===== src/rtl/sps_pkg.sv =====
package sps_pkg;

    typedef enum logic [2:0] {
        ST_IDLE,
        ST_LEAD,
        ST_LOW,
        ST_HIGH,
        ST_PARK
    } sps_state_e;

endpackage


===== src/rtl/sps_cfg.sv =====
module sps_cfg #(
    parameter int HALF_MIN  = 2,
    parameter int NUM_RATES = 6,
    parameter int RATE_DEF  = 2,
    localparam int RATE_W   = $clog2(NUM_RATES),
    localparam int HALF_W   = $clog2(HALF_MIN << (NUM_RATES - 1)) + 1
) (
    input  logic              clk,
    input  logic              rst_n,
    input  logic              busy_i,
    input  logic              mode_wr_i,
    input  logic              mode_spi_i,
    input  logic              rate_wr_i,
    input  logic [RATE_W-1:0] rate_sel_i,
    output logic              spi_o,
    output logic [RATE_W-1:0] rate_o,
    output logic [HALF_W-1:0] half_o,
    output logic              cfg_err_o
);

    localparam logic [RATE_W-1:0] RATE_TOP = RATE_W'(NUM_RATES - 1);

    typedef struct packed {
        logic              spi;
        logic [RATE_W-1:0] rate;
        logic              err;
    } cfg_t;

    cfg_t q, n;

    always_comb begin
        n     = q;
        n.err = busy_i & (mode_wr_i | rate_wr_i);
        if (!busy_i) begin
            if (mode_wr_i) n.spi = mode_spi_i;
            if (rate_wr_i) n.rate = (rate_sel_i > RATE_TOP) ? RATE_TOP : rate_sel_i;
        end
    end

    always_ff @(posedge clk or negedge rst_n) begin
        if (!rst_n) begin
            q.spi  <= 1'b0;
            q.rate <= RATE_W'(RATE_DEF);
            q.err  <= 1'b0;
        end else begin
            q <= n;
        end
    end

    assign spi_o     = q.spi;
    assign rate_o    = q.rate;
    assign cfg_err_o = q.err;
    assign half_o    = HALF_W'(HALF_MIN) << q.rate;

    AST_CFG_FROZEN_BUSY: assert property (@(posedge clk) disable iff (!rst_n)
        busy_i |=> ($stable(q.spi) && $stable(q.rate)));

endmodule


===== src/rtl/sps_dly_clamp.sv =====
module sps_dly_clamp #(
    parameter int DLY_W  = 8,
    parameter int HALF_W = 7,
    localparam int CW    = (DLY_W > HALF_W) ? DLY_W : HALF_W
) (
    input  logic [DLY_W-1:0]  dly_i,
    input  logic [HALF_W-1:0] half_i,
    output logic [HALF_W-1:0] dly_o
);

    logic [CW-1:0] d_ext;
    logic [CW-1:0] h_ext;

    assign d_ext = CW'(dly_i);
    assign h_ext = CW'(half_i);

    always_comb begin
        if (d_ext >= h_ext) dly_o = HALF_W'(h_ext - CW'(1));
        else                dly_o = HALF_W'(d_ext);
    end

endmodule


===== src/rtl/sps_engine.sv =====
module sps_engine
    import sps_pkg::*;
#(
    parameter int MAX_BITS  = 32,
    parameter int HALF_MIN  = 2,
    parameter int NUM_RATES = 6,
    parameter int RATE_DEF  = 2,
    parameter int DLY_W     = 8,
    localparam int LEN_W    = $clog2(MAX_BITS + 1),
    localparam int IDX_W    = $clog2(MAX_BITS),
    localparam int RATE_W   = $clog2(NUM_RATES),
    localparam int HALF_W   = $clog2(HALF_MIN << (NUM_RATES - 1)) + 1
) (
    input  logic                clk,
    input  logic                rst_n,
    input  logic                tgt_present_i,
    input  logic                mode_wr_i,
    input  logic                mode_spi_i,
    input  logic                rate_wr_i,
    input  logic [RATE_W-1:0]   rate_sel_i,
    input  logic [DLY_W-1:0]    cap_dly_i,
    input  logic                cmd_valid_i,
    input  logic [LEN_W-1:0]    cmd_len_i,
    input  logic                cmd_sel_i,
    input  logic [MAX_BITS-1:0] cmd_data_i,
    output logic                busy_o,
    output logic                done_o,
    output logic [MAX_BITS-1:0] result_o,
    output logic                cfg_err_o,
    output logic                spi_o,
    output logic [RATE_W-1:0]   rate_o,
    output logic                ser_clk_o,
    output logic                ser_sel_o,
    output logic                ser_dout_o,
    output logic [2:0]          ser_oe_o,
    input  logic                ser_din_i
);

    typedef struct packed {
        sps_state_e          st;
        logic [HALF_W-1:0]   hcnt;
        logic [IDX_W-1:0]    idx;
        logic [IDX_W-1:0]    last;
        logic [MAX_BITS-1:0] data;
        logic [MAX_BITS-1:0] res;
        logic                selv;
        logic                sclk;
        logic                dout;
        logic                sel;
        logic                oe;
        logic                done;
    } eng_t;

    eng_t q, n;

    logic [HALF_W-1:0] half;
    logic [HALF_W-1:0] half_m1;
    logic [HALF_W-1:0] dly_eff;
    logic              len_ok;
    logic              bit_sel;
    logic              busy;

    assign busy = (q.st != ST_IDLE);

    sps_cfg #(
        .HALF_MIN  (HALF_MIN),
        .NUM_RATES (NUM_RATES),
        .RATE_DEF  (RATE_DEF)
    ) u_cfg (
        .clk        (clk),
        .rst_n      (rst_n),
        .busy_i     (busy),
        .mode_wr_i  (mode_wr_i),
        .mode_spi_i (mode_spi_i),
        .rate_wr_i  (rate_wr_i),
        .rate_sel_i (rate_sel_i),
        .spi_o      (spi_o),
        .rate_o     (rate_o),
        .half_o     (half),
        .cfg_err_o  (cfg_err_o)
    );

    sps_dly_clamp #(
        .DLY_W  (DLY_W),
        .HALF_W (HALF_W)
    ) u_clamp (
        .dly_i  (cap_dly_i),
        .half_i (half),
        .dly_o  (dly_eff)
    );

    assign half_m1 = half - HALF_W'(1);
    assign len_ok  = (cmd_len_i != '0) && (cmd_len_i <= LEN_W'(MAX_BITS));
    assign bit_sel = spi_o ? ~q.selv : q.selv;

    always_comb begin
        n      = q;
        n.done = 1'b0;
        unique case (q.st)
            ST_IDLE: begin
                n.oe = 1'b0;
                if (cmd_valid_i && tgt_present_i && len_ok) begin
                    n.st   = ST_LEAD;
                    n.oe   = 1'b1;
                    n.sclk = 1'b1;
                    n.dout = 1'b1;
                    n.sel  = 1'b1;
                    n.hcnt = '0;
                    n.idx  = '0;
                    n.last = IDX_W'(cmd_len_i - LEN_W'(1));
                    n.data = cmd_data_i;
                    n.selv = cmd_sel_i;
                    n.res  = '0;
                end
            end
            ST_LEAD: begin
                if (q.hcnt == half_m1) begin
                    n.st   = ST_LOW;
                    n.hcnt = '0;
                    n.sclk = 1'b0;
                    n.dout = q.data[0];
                    n.sel  = bit_sel;
                end else begin
                    n.hcnt = q.hcnt + HALF_W'(1);
                end
            end
            ST_LOW: begin
                if (q.hcnt == half_m1) begin
                    n.st   = ST_HIGH;
                    n.hcnt = '0;
                    n.sclk = 1'b1;
                end else begin
                    n.hcnt = q.hcnt + HALF_W'(1);
                end
            end
            ST_HIGH: begin
                if (q.hcnt == dly_eff) begin
                    n.res[q.idx] = ser_din_i;
                    n.done       = (q.idx == q.last);
                end
                if (q.hcnt == half_m1) begin
                    n.hcnt = '0;
                    if (q.idx == q.last) begin
                        n.st   = ST_PARK;
                        n.dout = 1'b1;
                        n.sel  = 1'b1;
                    end else begin
                        n.st   = ST_LOW;
                        n.sclk = 1'b0;
                        n.idx  = q.idx + IDX_W'(1);
                        n.data = q.data >> 1;
                        n.dout = q.data[1];
                    end
                end else begin
                    n.hcnt = q.hcnt + HALF_W'(1);
                end
            end
            ST_PARK: begin
                if (q.hcnt == half_m1) begin
                    n.st = ST_IDLE;
                    n.oe = 1'b0;
                end else begin
                    n.hcnt = q.hcnt + HALF_W'(1);
                end
            end
            default: n.st = ST_IDLE;
        endcase
        if (!tgt_present_i) begin
            n.st   = ST_IDLE;
            n.oe   = 1'b0;
            n.done = 1'b0;
            n.sclk = 1'b1;
            n.dout = 1'b1;
            n.sel  = 1'b1;
        end
    end

    always_ff @(posedge clk or negedge rst_n) begin
        if (!rst_n) begin
            q      <= '0;
            q.st   <= ST_IDLE;
            q.sclk <= 1'b1;
            q.dout <= 1'b1;
            q.sel  <= 1'b1;
        end else begin
            q <= n;
        end
    end

    assign busy_o     = busy;
    assign done_o     = q.done;
    assign result_o   = q.res;
    assign ser_clk_o  = q.sclk;
    assign ser_sel_o  = q.sel;
    assign ser_dout_o = q.dout;
    assign ser_oe_o   = {3{q.oe & tgt_present_i}};

    AST_ABORT_NO_TARGET: assert property (@(posedge clk) disable iff (!rst_n)
        !tgt_present_i |=> !busy_o);

    AST_DONE_ONE_CYCLE: assert property (@(posedge clk) disable iff (!rst_n)
        done_o |=> !done_o);

    AST_CAPTURE_IN_HIGH: assert property (@(posedge clk) disable iff (!rst_n)
        done_o |-> ser_clk_o);

    AST_LAUNCH_ON_FALL: assert property (@(posedge clk) disable iff (!rst_n)
        ((q.st == ST_LOW || q.st == ST_HIGH) &&
         ($past(q.st) == ST_LOW || $past(q.st) == ST_HIGH) &&
         (q.dout != $past(q.dout) || q.sel != $past(q.sel))) |-> $fell(q.sclk));

    AST_RELEASE_HIGH: assert property (@(posedge clk) disable iff (!rst_n)
        ($fell(q.oe) && $past(tgt_present_i)) |-> $past(q.sclk && q.dout && q.sel));

    AST_IDLE_RELEASED: assert property (@(posedge clk) disable iff (!rst_n)
        !busy_o |-> (ser_oe_o == 3'b000));

endmodule


===== config.mk =====
export PLATFORM = sky130hd
export DESIGN_NAME = sps_engine
export DESIGN_NICKNAME = d
export VERILOG_FILES = /design/src/rtl/sps_pkg.sv /design/src/rtl/sps_cfg.sv /design/src/rtl/sps_dly_clamp.sv /design/src/rtl/sps_engine.sv
export SDC_FILE = /design/constraint.sdc
export NUM_CORES = 1
export LEC_CHECK = 0
export BUFFER_PORTS_ARGS = -buffer_cell sky130_fd_sc_hd__buf_2
export CAP_MARGIN = 15
export CORE_MARGIN = 5
export CORE_UTILIZATION = 51
export CTS_CLUSTER_SIZE = 20
export DETAILED_ROUTE_END_ITERATION = 16
export PLACE_DENSITY_LB_ADDON = 0.2
export SLEW_MARGIN = 20
export SYNTH_ARGS = -nofsm -noshare
export SYNTH_HDL_FRONTEND = slang
export SYNTH_HIERARCHICAL = 1
export SYNTH_SLANG_ARGS = --single-unit

===== constraint.sdc =====
create_clock -name clk -period 3.4 [get_ports clk]
set_input_delay 0.68 -clock clk [delete_from_list [all_inputs] [get_ports clk]]
set_output_delay 0.68 -clock clk [all_outputs]
set_load 0.05 [all_outputs]

==> metrics.yaml <==
status: "complete, but fails checks"
violations: "setup timing"
reg2reg_slack_ns: -0.04
synth.avg_cell_area_um2: 8.78
synth_flop_cell: "dfrtp_1"
overflow: 0
final_layout_size_suffix_gt1_share_pct: 35.9
synth_seq_cells: 95
dr_wl_met3_um: 863
p_per_area_nw_per_um2: 422
path_max_fanout: 8
diodes: 0
ir_drop_mv: 0.372
top_layer_used: "met4"
synth_top_area_cell: "dfrtp_1"
r2r_cells: 11
drt-pass1-iter-count: 6
r2r_start: "u_cfg/rate_o[1]"
postRouteAntennaNets: 0
cts_hold_buf: 0
start_util_pct: 51.9
cp.required_ns: 3.63
cts_tree: "built"
cts-root-buf: "clkbuf_16"
min_path_type: "input pin to asynchronous set/reset pin"
grt_pass1_wl_um: 25600
cap_viol_max_count: 0
crit_path_top_delay_cell: "dfstp_4"
ys_seq_area_share_pct: 40.2
cp.arrival_ns: 3.67
fin_area_um2: 7450
fin_ws_ns: -0.0433
slew_viol_final: 0
syn_to_final_growth_pct: 25.8
antenna_found_initial: 0
critical_path.startpoint: "u_cfg/rate_o[1]"
die_h_um: 118
netlist-cell-type-count: 57
endpoint: "q[40]"
clkSinkCount: 95
drt-met1-wl_um: 7080
syn-num-nets: 748
syn_area_um2: 5930
report.power.total_mw: 3.14
yosysMostFrequentCell: "o21ai_0"
cp-end-kind: "flop"
clkTransAtPathRegs_ns: 0.07
wl_met2_um: 7900
die_area_um2: 13900
gr-usage-all-layers_pct: 21.9
r2r-end: "q[40]"
grt_max_degree: 68
synth-async-reset-ratio_pct: 100
synth_edf_count: 0
hold_viol_final: 0
dieWidth_um: 118
routed_via_density: 5.76
place_area_um2: 6460
cts_buffers: 9
crit_type: "flop to flop"
portBuffers: 102
htree_levels: 3
finalSetupViolCount: 29
syn_inst: 675
clk_latency_ns: 0.35
dp_hpwl_um: 10500
critPathMaxStageDelay_ns: 0.68
wirelength_um: 16100
avgRoutedWirePerCell_um: 17.8
fmax_mhz: 290
multi_input_area_um2: 3520
power.leakage_nw: 3.59
vias: 5202
finClkSkew_ns: 0.00932
path_cells: "nor3_4, buf_4, or3_1, or4_4, nand3_2, or4b_4, or2_4, a21oi_4, buf_12, clkbuf_16, mux2_4"
min_period_ns: 3.44
grt_pass1_vias: 5142
initialDrtViolationCount: 543
yosysTopAreaCellShare_pct: 38.4
ios: 103
layout.area.seq_um2: 2390
start_kind: "flop"
clk_path_buf_depth: 2
finalCritPeriodShare_pct: 101
rsz0062_at_grt: "true"
synth_common_cells: "o21ai_0 (104), dfrtp_1 (91), nand2_1 (90)"
maxSlewHeadroom_pct: 52.4
worstMarginPinSlew_ns: 0.704
drcViolationCount: 0
netlist_top_cells_area: "dfrtp_1 (38%), o21ai_0 (8.8%), nand2_1 (5.7%), mux2_2 (5.5%), buf_4 (4.4%)"
coreArea_um2: 11400
fillCellCount: 967
yosys_warnings: 6
place_congestion: 0.896
fin_nets: 828
rows: 39
## state kept, by name (all words and copies together), names as in the netlist
register         count
q                   54
result_o            32
u_cfg/rate_o         3
done_o               1
ser_clk_o            1
ser_dout_o           1
ser_sel_o            1
u_cfg/cfg_err_o      1
u_cfg/spi_o          1
## layout by cell type, fill, tap and decap left out, types with 4 or more instances in the layout
cell | netlist | layout
nand2_8 | 0 | 4
dfrtp_1 | 91 | 89
buf_4 | 35 | 33
ha_1 | 15 | 10
inv_1 | 22 | 18
mux2_4 | 3 | 38
buf_12 | 0 | 4
mux2i_1 | 10 | 9
o21ai_0 | 104 | 51
nand3_1 | 16 | 15
and2_1 | 6 | 5
nand4_1 | 8 | 8
xnor2_1 | 17 | 14
inv_2 | 0 | 4
nand2b_1 | 5 | 5
and3_1 | 4 | 4
xor2_1 | 12 | 12
nor3_1 | 14 | 11
o21ai_1 | 0 | 31
nor2_1 | 28 | 27
a21oi_1 | 50 | 50
nand3b_1 | 5 | 5
o21ai_2 | 1 | 22
clkbuf_16 | 0 | 12
buf_2 | 1 | 101
ha_4 | 0 | 4
nor3b_1 | 8 | 4
nand2_1 | 90 | 85
nor2b_1 | 6 | 5
## metrics by stage
stage / hold WS (ns) / setup WS [ns] / setup TNS [ns] / utilization [%] / instances
finish: 0.270 / -0.0433 / -0.620 / 65.3 / 903
global route: 0.302 / -0.183 / -7.67 / 65.3 / 903
CTS: 0.287 / -0.0229 / -0.0255 / 60.5 / 891
detailed placement: 0.477 / -0.156 / -2.86 / 56.6 / 868
global placement: 0.468 / 0.0115 / 0 / 56.6 / 868
floorplan: 0.384 / 0.00770 / 0 / - / 675
## layout make-up
class,count,share of cell area [%]
Multi-Input combinational cell,482,47.2
Sequential cell,95,32.1
Timing Repair Buffer,144,12.9
Clock buffer,11,3.26
Tap cell,143,2.40
Inverter,23,1.16
Clock inverter,5,1.06
## cells by family after synthesis
| logic type | after synthesis | synth area share [%] |
|---|---|---|
| AOI/OAI and AO/OA | 182 | 17.1 |
| xor gates and xnor gates | 30 | 4.67 |
| muxes | 50 | 9.48 |
| adders and majority gates | 15 | 3.17 |
| other | 1 | 0.0633 |
| DFF | 95 | 40.2 |
| buffers and inverters | 98 | 8.83 |
| and+or+nand+nor | 204 | 16.5 |
## repair_timing
item,4_1_cts,5_1_grt
pin swaps,6,22
cloned,1,3
setup endpoints to repair,61,63
resized for setup,48,104
buffers inserted,6,9
## where the power goes
group / internal [mW] / total [mW] / leakage, nW / switching (mW)
combinational: 0.363 / 0.734 / 2.15 / 0.372
sequential: 1.21 / 1.29 / 1.28 / 0.0861
clock: 0.666 / 1.11 / 0.160 / 0.449
## critical path: cells and delay by family (launching register included)
kind / cells / cell delay (ns)
flops: 1 / 0.68
mux: 1 / 0.30
buf+inv: 3 / 0.46
compound gates: 1 / 0.17
simple gates: 6 / 1.72
## metal layers
metal	vias up	GRT usage, %
met3	20	5.14
met1	2538	30.3
li1	2461	-
met5	-	0
met4	0	6.52
met2	183	34.4
## how the worst min path moves through the flow
stage | slack (ns) | from | cells after the start | to
final | 0.27 | rst_n | 1 | result_o[13]
after global routing | 0.30 | rst_n | 1 | result_o[13]
after CTS | 0.29 | rst_n | 1 | q[85]
after detailed placement | 0.48 | q[58] | 1 | q[58]
after global placement | 0.47 | q[58] | 1 | q[58]
after floorplan | 0.38 | rst_n | 0 | done_o
(Power assumes the default switching activity.)
